--- src/rtl/vc_pkg.sv ---
package vc_pkg;
  typedef enum logic [1:0] {
    ST_NONE = 2'd0,
    ST_MAIN = 2'd1,
    ST_VICT = 2'd2,
    ST_MISS = 2'd3
  } resp_stat_e;

  typedef enum logic {
    S_IDLE = 1'b0,
    S_FILL = 1'b1
  } fsm_e;
endpackage

--- src/rtl/vc_main_array.sv ---
module vc_main_array #(
  parameter int IDX_W  = 3,
  parameter int TAG_W  = 3,
  parameter int LINE_W = 64
) (
  input  logic              clk_i,
  input  logic              rst_ni,
  input  logic [IDX_W-1:0]  rd_idx_i,
  output logic              rd_valid_o,
  output logic [TAG_W-1:0]  rd_tag_o,
  output logic [LINE_W-1:0] rd_line_o,
  input  logic              wr_en_i,
  input  logic [IDX_W-1:0]  wr_idx_i,
  input  logic [TAG_W-1:0]  wr_tag_i,
  input  logic [LINE_W-1:0] wr_line_i
);
  localparam int SETS = 1 << IDX_W;

  logic              valid_q [SETS];
  logic [TAG_W-1:0]  tag_q   [SETS];
  logic [LINE_W-1:0] line_q  [SETS];

  for (genvar s = 0; s < SETS; s++) begin : g_set
    logic sel;
    assign sel = wr_en_i && (wr_idx_i == IDX_W'(s));

    always_ff @(posedge clk_i or negedge rst_ni) begin
      if (!rst_ni)  valid_q[s] <= 1'b0;
      else if (sel) valid_q[s] <= 1'b1;
    end

    always_ff @(posedge clk_i) begin
      if (sel) begin
        tag_q[s]  <= wr_tag_i;
        line_q[s] <= wr_line_i;
      end
    end


    valid_sticky_chk: assert property (@(posedge clk_i) disable iff (!rst_ni)
      valid_q[s] |=> valid_q[s]);
  end

  assign rd_valid_o = valid_q[rd_idx_i];
  assign rd_tag_o   = tag_q[rd_idx_i];
  assign rd_line_o  = line_q[rd_idx_i];
endmodule

--- src/rtl/vc_victim_buf.sv ---
module vc_victim_buf #(
  parameter int BLK_W  = 6,
  parameter int LINE_W = 64
) (
  input  logic              clk_i,
  input  logic              rst_ni,
  input  logic [BLK_W-1:0]  look_blk_i,
  output logic              hit_o,
  output logic [LINE_W-1:0] line_o,
  input  logic              ld_en_i,
  input  logic              ld_valid_i,
  input  logic [BLK_W-1:0]  ld_blk_i,
  input  logic [LINE_W-1:0] ld_line_i
);
  logic              valid_q;
  logic [BLK_W-1:0]  blk_q;
  logic [LINE_W-1:0] line_q;

  always_ff @(posedge clk_i or negedge rst_ni) begin
    if (!rst_ni)      valid_q <= 1'b0;
    else if (ld_en_i) valid_q <= ld_valid_i;
  end

  always_ff @(posedge clk_i) begin
    if (ld_en_i) begin
      blk_q  <= ld_blk_i;
      line_q <= ld_line_i;
    end
  end

  assign hit_o  = valid_q && (blk_q == look_blk_i);
  assign line_o = line_q;

  // an untouched buffer keeps its block
  vb_hold_chk: assert property (@(posedge clk_i) disable iff (!rst_ni)
    (valid_q && !ld_en_i) |=> (valid_q && $stable(blk_q)));
endmodule

--- src/rtl/vc_byte_sel.sv ---
module vc_byte_sel #(
  parameter int OFF_W  = 3,
  parameter int BYTE_W = 8,
  localparam int NB     = 1 << OFF_W,
  localparam int LINE_W = NB * BYTE_W
) (
  input  logic [LINE_W-1:0] line_i,
  input  logic [OFF_W-1:0]  off_i,
  output logic [BYTE_W-1:0] byte_o
);
  logic [BYTE_W-1:0] lanes [NB];

  for (genvar b = 0; b < NB; b++) begin : g_lane
    assign lanes[b] = line_i[b*BYTE_W +: BYTE_W];
  end

  assign byte_o = lanes[off_i];
endmodule

--- src/rtl/dm_victim_cache.sv ---
module dm_victim_cache
  import vc_pkg::*;
#(
  parameter int OFF_W  = 3,
  parameter int IDX_W  = 3,
  parameter int TAG_W  = 3,
  parameter int BYTE_W = 8,
  localparam int ADDR_W = OFF_W + IDX_W + TAG_W,
  localparam int BLK_W  = IDX_W + TAG_W,
  localparam int LINE_W = (1 << OFF_W) * BYTE_W
) (
  input  logic              clk_i,
  input  logic              rst_ni,
  input  logic              req_valid_i,
  output logic              req_ready_o,
  input  logic [ADDR_W-1:0] req_addr_i,
  output logic              resp_valid_o,
  output logic [1:0]        resp_status_o,
  output logic [BYTE_W-1:0] resp_data_o,
  output logic              mem_req_o,
  output logic [BLK_W-1:0]  mem_addr_o,
  input  logic              mem_valid_i,
  input  logic [LINE_W-1:0] mem_line_i
);
  fsm_e              state_q;
  logic [ADDR_W-1:0] addr_q;
  logic              mem_req_q;
  logic              resp_valid_q;
  resp_stat_e        resp_stat_q;
  logic [BYTE_W-1:0] resp_data_q;

  logic [ADDR_W-1:0] cur_addr;
  logic [OFF_W-1:0]  cur_off;
  logic [IDX_W-1:0]  cur_idx;
  logic [TAG_W-1:0]  cur_tag;
  logic [BLK_W-1:0]  cur_blk;

  logic              accept, main_hit, vict_hit, fill_done, swap;
  logic              set_valid;
  logic [TAG_W-1:0]  set_tag;
  logic [LINE_W-1:0] set_line, vb_line, sel_line;
  logic              vb_hit_raw;
  logic [BYTE_W-1:0] sel_byte;

  assign accept   = req_valid_i && (state_q == S_IDLE);
  assign cur_addr = (state_q == S_IDLE) ? req_addr_i : addr_q;
  assign cur_off  = cur_addr[OFF_W-1:0];
  assign cur_idx  = cur_addr[OFF_W +: IDX_W];
  assign cur_tag  = cur_addr[OFF_W+IDX_W +: TAG_W];
  assign cur_blk  = cur_addr[ADDR_W-1:OFF_W];

  vc_main_array #(.IDX_W(IDX_W), .TAG_W(TAG_W), .LINE_W(LINE_W)) u_main (
    .clk_i     (clk_i),
    .rst_ni    (rst_ni),
    .rd_idx_i  (cur_idx),
    .rd_valid_o(set_valid),
    .rd_tag_o  (set_tag),
    .rd_line_o (set_line),
    .wr_en_i   (swap || fill_done),
    .wr_idx_i  (cur_idx),
    .wr_tag_i  (cur_tag),
    .wr_line_i (fill_done ? mem_line_i : vb_line)
  );

  assign main_hit  = set_valid && (set_tag == cur_tag);
  assign vict_hit  = vb_hit_raw && !main_hit;
  assign swap      = accept && vict_hit;
  assign fill_done = (state_q == S_FILL) && mem_valid_i;

  // displaced set line goes to the buffer; an empty set leaves it alone
  vc_victim_buf #(.BLK_W(BLK_W), .LINE_W(LINE_W)) u_vb (
    .clk_i     (clk_i),
    .rst_ni    (rst_ni),
    .look_blk_i(cur_blk),
    .hit_o     (vb_hit_raw),
    .line_o    (vb_line),
    .ld_en_i   (swap || (fill_done && set_valid)),
    .ld_valid_i(set_valid),
    .ld_blk_i  ({set_tag, cur_idx}),
    .ld_line_i (set_line)
  );

  assign sel_line = fill_done ? mem_line_i : (vict_hit ? vb_line : set_line);

  vc_byte_sel #(.OFF_W(OFF_W), .BYTE_W(BYTE_W)) u_sel (
    .line_i(sel_line),
    .off_i (cur_off),
    .byte_o(sel_byte)
  );

  always_ff @(posedge clk_i or negedge rst_ni) begin
    if (!rst_ni) begin
      state_q      <= S_IDLE;
      addr_q       <= '0;
      mem_req_q    <= 1'b0;
      resp_valid_q <= 1'b0;
      resp_stat_q  <= ST_NONE;
      resp_data_q  <= '0;
    end else begin
      mem_req_q    <= 1'b0;
      resp_valid_q <= 1'b0;
      unique case (state_q)
        S_IDLE: if (accept) begin
          addr_q <= req_addr_i;
          if (main_hit || vict_hit) begin
            resp_valid_q <= 1'b1;
            resp_stat_q  <= main_hit ? ST_MAIN : ST_VICT;
            resp_data_q  <= sel_byte;
          end else begin
            mem_req_q <= 1'b1;
            state_q   <= S_FILL;
          end
        end
        S_FILL: if (mem_valid_i) begin
          resp_valid_q <= 1'b1;
          resp_stat_q  <= ST_MISS;
          resp_data_q  <= sel_byte;
          state_q      <= S_IDLE;
        end
        default: state_q <= S_IDLE;
      endcase
    end
  end

  assign req_ready_o   = (state_q == S_IDLE);
  assign resp_valid_o  = resp_valid_q;
  assign resp_status_o = resp_stat_q;
  assign resp_data_o   = resp_data_q;
  assign mem_req_o     = mem_req_q;
  assign mem_addr_o    = addr_q[ADDR_W-1:OFF_W];


  main_hit_resp_chk: assert property (@(posedge clk_i) disable iff (!rst_ni)
    (accept && main_hit) |=> (resp_valid_o && resp_status_o == ST_MAIN && !mem_req_o));

  vict_hit_resp_chk: assert property (@(posedge clk_i) disable iff (!rst_ni)
    (accept && vict_hit) |=> (resp_valid_o && resp_status_o == ST_VICT && !mem_req_o));

  mem_req_pulse_chk: assert property (@(posedge clk_i) disable iff (!rst_ni)
    mem_req_o |=> !mem_req_o);

  mem_req_stall_chk: assert property (@(posedge clk_i) disable iff (!rst_ni)
    mem_req_o |-> (!req_ready_o && !resp_valid_o));

  miss_resp_chk: assert property (@(posedge clk_i) disable iff (!rst_ni)
    fill_done |=> (resp_valid_o && resp_status_o == ST_MISS && req_ready_o));
endmodule

--- config.mk ---
export PLATFORM = sky130hd
export DESIGN_NAME = dm_victim_cache
export DESIGN_NICKNAME = d
export VERILOG_FILES = /design/src/rtl/vc_pkg.sv /design/src/rtl/vc_main_array.sv /design/src/rtl/vc_victim_buf.sv /design/src/rtl/vc_byte_sel.sv /design/src/rtl/dm_victim_cache.sv
export SDC_FILE = /design/constraint.sdc
export NUM_CORES = 1
export LEC_CHECK = 0
export BUFFER_PORTS_ARGS = -buffer_cell sky130_fd_sc_hd__buf_4
export CAP_MARGIN = 0
export CORE_MARGIN = 5
export CORE_UTILIZATION = 57
export CTS_CLUSTER_DIAMETER = 60
export DETAILED_ROUTE_END_ITERATION = 12
export PLACE_DENSITY = 0.77
export SYNTH_ARGS = -nofsm -noshare
export SYNTH_HDL_FRONTEND = slang
export SYNTH_HIERARCHICAL = 1
export SYNTH_SLANG_ARGS = --single-unit
--- constraint.sdc ---
create_clock -name clk_i -period 22.6 [get_ports clk_i]
set_input_delay 2.26 -clock clk_i [delete_from_list [all_inputs] [get_ports clk_i]]
set_output_delay 2.26 -clock clk_i [all_outputs]
set_load 0.01 [all_outputs]
==> results.toml <==
[clock_tree]
postCtsSetupRepairBufs = 0
htreeDepth = 3
clk_path_buf_depth = 3
cts_resized = 0
clk_latency_ns = 0.60
cts_num_sinks = 637
cts_buffers = 66
root_buffer = "clkbuf_16"
clkTransAtPathRegs_ns = 0.06
cts_tree = "done"
ctsHoldBuffers = 0

[power]
ir_worst_vdd_v = 0.000123
leakage_nw = 10.3
powerDensity_nw_per_um2 = 146

[critical_path]
crit_top_cell = "buf_4"
path_cells = "buf_4, mux2_8, buf_4, mux4_2, mux2_2, nand2b_1, mux2_4, nor3_4, o21ai_0, nand2_1, nor2_4, buf_4"
cp_slowest_stage_delay_ns = 0.85
r2r_start = "state_q$_DFF_PN0_"
r2r_slack_ns = 15.19
setup.worst_path.class = "input pin to register"
rr_endpoint = "u_main/line_q[7][19]$_DFFE_PP_"
worst-path-buf-inv = 3
r2r_cells = 11
arrival_ns = 8.47
crit_path_end_kind = "register"
critPathMaxFanout = 66
cp_top_family = "multiplexers"
startpoint_type = "input pin"
slowest_stage = "buf_4"
cp.required_ns = 22.81

[synth]
ys_async_sr_fraction_pct = 4.87
synth_edf_count = 606
synth-seq-area-share_pct = 69.0
ys.flop_type = "edfxtp_1"
netlist_area_sq_um = 27500
yosys.area.top_type = "edfxtp_1"
synthCells = 1604
synth_warnings = 6
synth-seq-cells = 637
synth_fp_nets = 1681
yosys-top-cells-area = "edfxtp_1, mux4_2, mux2_2, nand2_1, dfrtp_1"
syn_area_per_cell_sq_um = 17.1
synth_cell_types = 40
yosysTopAreaCellShare_pct = 66.2

[route]
via_per_inst = 6.64
drtIter0Drc = 1874
drtAntennaViolNets = 0
totalWireLength_microns = 63300
drc = 0
first_pass_iters = 6
wl_per_cell_microns = 27.1
num_vias = 15540

[sta]
post-route-period-util_pct = 36.5
fmax_mhz = 121
period_needed_ns = 8.26
grt_setup_unrepaired = "no"
setup_viol = 0
setup_tns_ns = 0
slew_viol_final = 0
finClkSkew_ns = 0.0242
slew_headroom_pct = 30.0
worstMarginPinSlew_ns = 1.05
hold_viol_final = 0

[status]
status = "finished clean"

[place]
dp.cells = 2218
place.gp.congestion = 0.783
port_buffers = 95
hpwl_microns = 36200

[final_layout]
final_common_cell = "edfxtp_1"
drive_gt1_share_pct = 27.3
final_cell_mix = "edfxtp_1, nand2_1, mux4_2"
n_fill_cell = 3122
fin_cells = 2339
area_delta_synth_final_pct = 12.2
postLayoutCoreUtil_pct = 64.6
nets = 1748

[worst_hold_path]
min_from = "addr_q[2]$_DFFE_PN0P_"
min_to = "addr_q[2]$_DFFE_PN0P_"
hp-class = "register to register"
hold_depth = 2

[floorplan]
dieArea_sq_um = 52700
num_io_pins = 96
core_area_sq_um = 47700
row_count = 80
initial_core_util_pct = 57.6
fp.dieW_microns = 230
dieHeight_microns = 230

[grt]
overflow = 0
antenna_found_initial = 2
grt_usage_pct = 23.9
grt_pass1_vias = 15504
grt_max_degree = 96
grt_pass1_wl_microns = 96400

[run]
drv_cap = 0
## registers in the layout (all words and copies together) (netlist names)
name            flops
u_main/line_q     512
u_main/tag_q       24
state_q             1
addr_q              9
u_vb/line_o        64
mem_req_o           1
u_main/valid_q      8
u_vb/blk_q          6
resp_valid_o        1
resp_status_o       2
u_vb/valid_q        1
resp_data_o         8
## per-layer routing
| metal | global-route usage [%] | routed length (microns) |
|---|---|---|
| met5 | 0 | 28 |
| met4 | 6.07 | 1230 |
| met3 | 5.40 | 6030 |
| met2 | 37.5 | 30400 |
| met1 | 34.9 | 25600 |
## area by class of cell
type | instances | area [sq um] | area share, %
Sequential cell | 637 | 19000 | 61.5
Multi-Input combinational cell | 837 | 7990 | 25.9
Clock buffer | 82 | 1830 | 5.92
Timing Repair Buffer | 122 | 916 | 2.97
Tap cell | 615 | 769 | 2.49
Clock inverter | 38 | 365 | 1.18
Inverter | 7 | 26.3 | 0.0851
Antenna cell | 1 | 2.50 | 0.00811
## worst min-delay path, stage by stage (launching register included)
cell,delay (ns)
dfrtp_1,0.35
nand2_1,0.05
nand2_1,0.05
## cells by family after synthesis
family / synth area share, %
flip-flops: 69.0
XOR/XNOR: 0.309
AND/OR/NAND/NOR: 7.47
AO/OA/AOI/OAI: 4.10
multiplexers: 16.7
buffers and inverters: 2.47
## power breakdown
part           total (mW)  switching, mW  internal (mW)
sequential           1.72         0.0812           1.63
combinational        1.71           1.04          0.673
clock                1.09          0.438          0.655
total                4.52           1.56           2.96
## worst max path at each step
| stage | startpoint | to | slack (ns) | depth (start not counted) |
|---|---|---|---|---|
| CTS | req_addr_i[3] | u_main/line_q[7][19]$_DFFE_PP_ | 14.27 | 12 |
| global route | req_addr_i[3] | u_main/line_q[7][8]$_DFFE_PP_ | 13.82 | 12 |
| detailed placement | req_addr_i[3] | u_main/line_q[7][10]$_DFFE_PP_ | 13.67 | 12 |
| finish | req_addr_i[3] | u_main/line_q[7][19]$_DFFE_PP_ | 14.34 | 12 |
| global placement | req_addr_i[3] | u_main/line_q[7][9]$_DFFE_PP_ | 13.77 | 12 |
| floorplan | req_addr_i[3] | u_main/valid_q[7]$_DFFE_PN0P_ | 10.42 | 10 |
## stage by stage
step / power (mW) / hold slack [ns] / worst slack, ns / instance area [sq um]
6_report: 4.52 / 0.482 / 14.34 / 30900
5_1_grt: 4.72 / 0.500 / 13.82 / 30900
4_1_cts: 4.53 / 0.480 / 14.27 / 30900
3_5_place_dp: 3.43 / 0.457 / 13.67 / 28700
3_3_place_gp: 3.37 / 0.447 / 13.77 / 28700
2_1_floorplan: 3.01 / 0.431 / 10.42 / 27500
## synthesized netlist by cell type (all sizes together), types with 5 or more instances
| cell type | number |
|---|---|
| buf | 67 |
| o211ai | 64 |
| xor2 | 5 |
| dfrtp | 31 |
| nand2 | 230 |
| inv | 7 |
| clkbuf | 56 |
| mux4 | 152 |
| edfxtp | 606 |
| a221oi | 64 |
| nor2 | 67 |
| nand3b | 64 |
| nor3 | 68 |
| mux2 | 94 |
No activity file was read; power rests on OpenSTA's default activity.
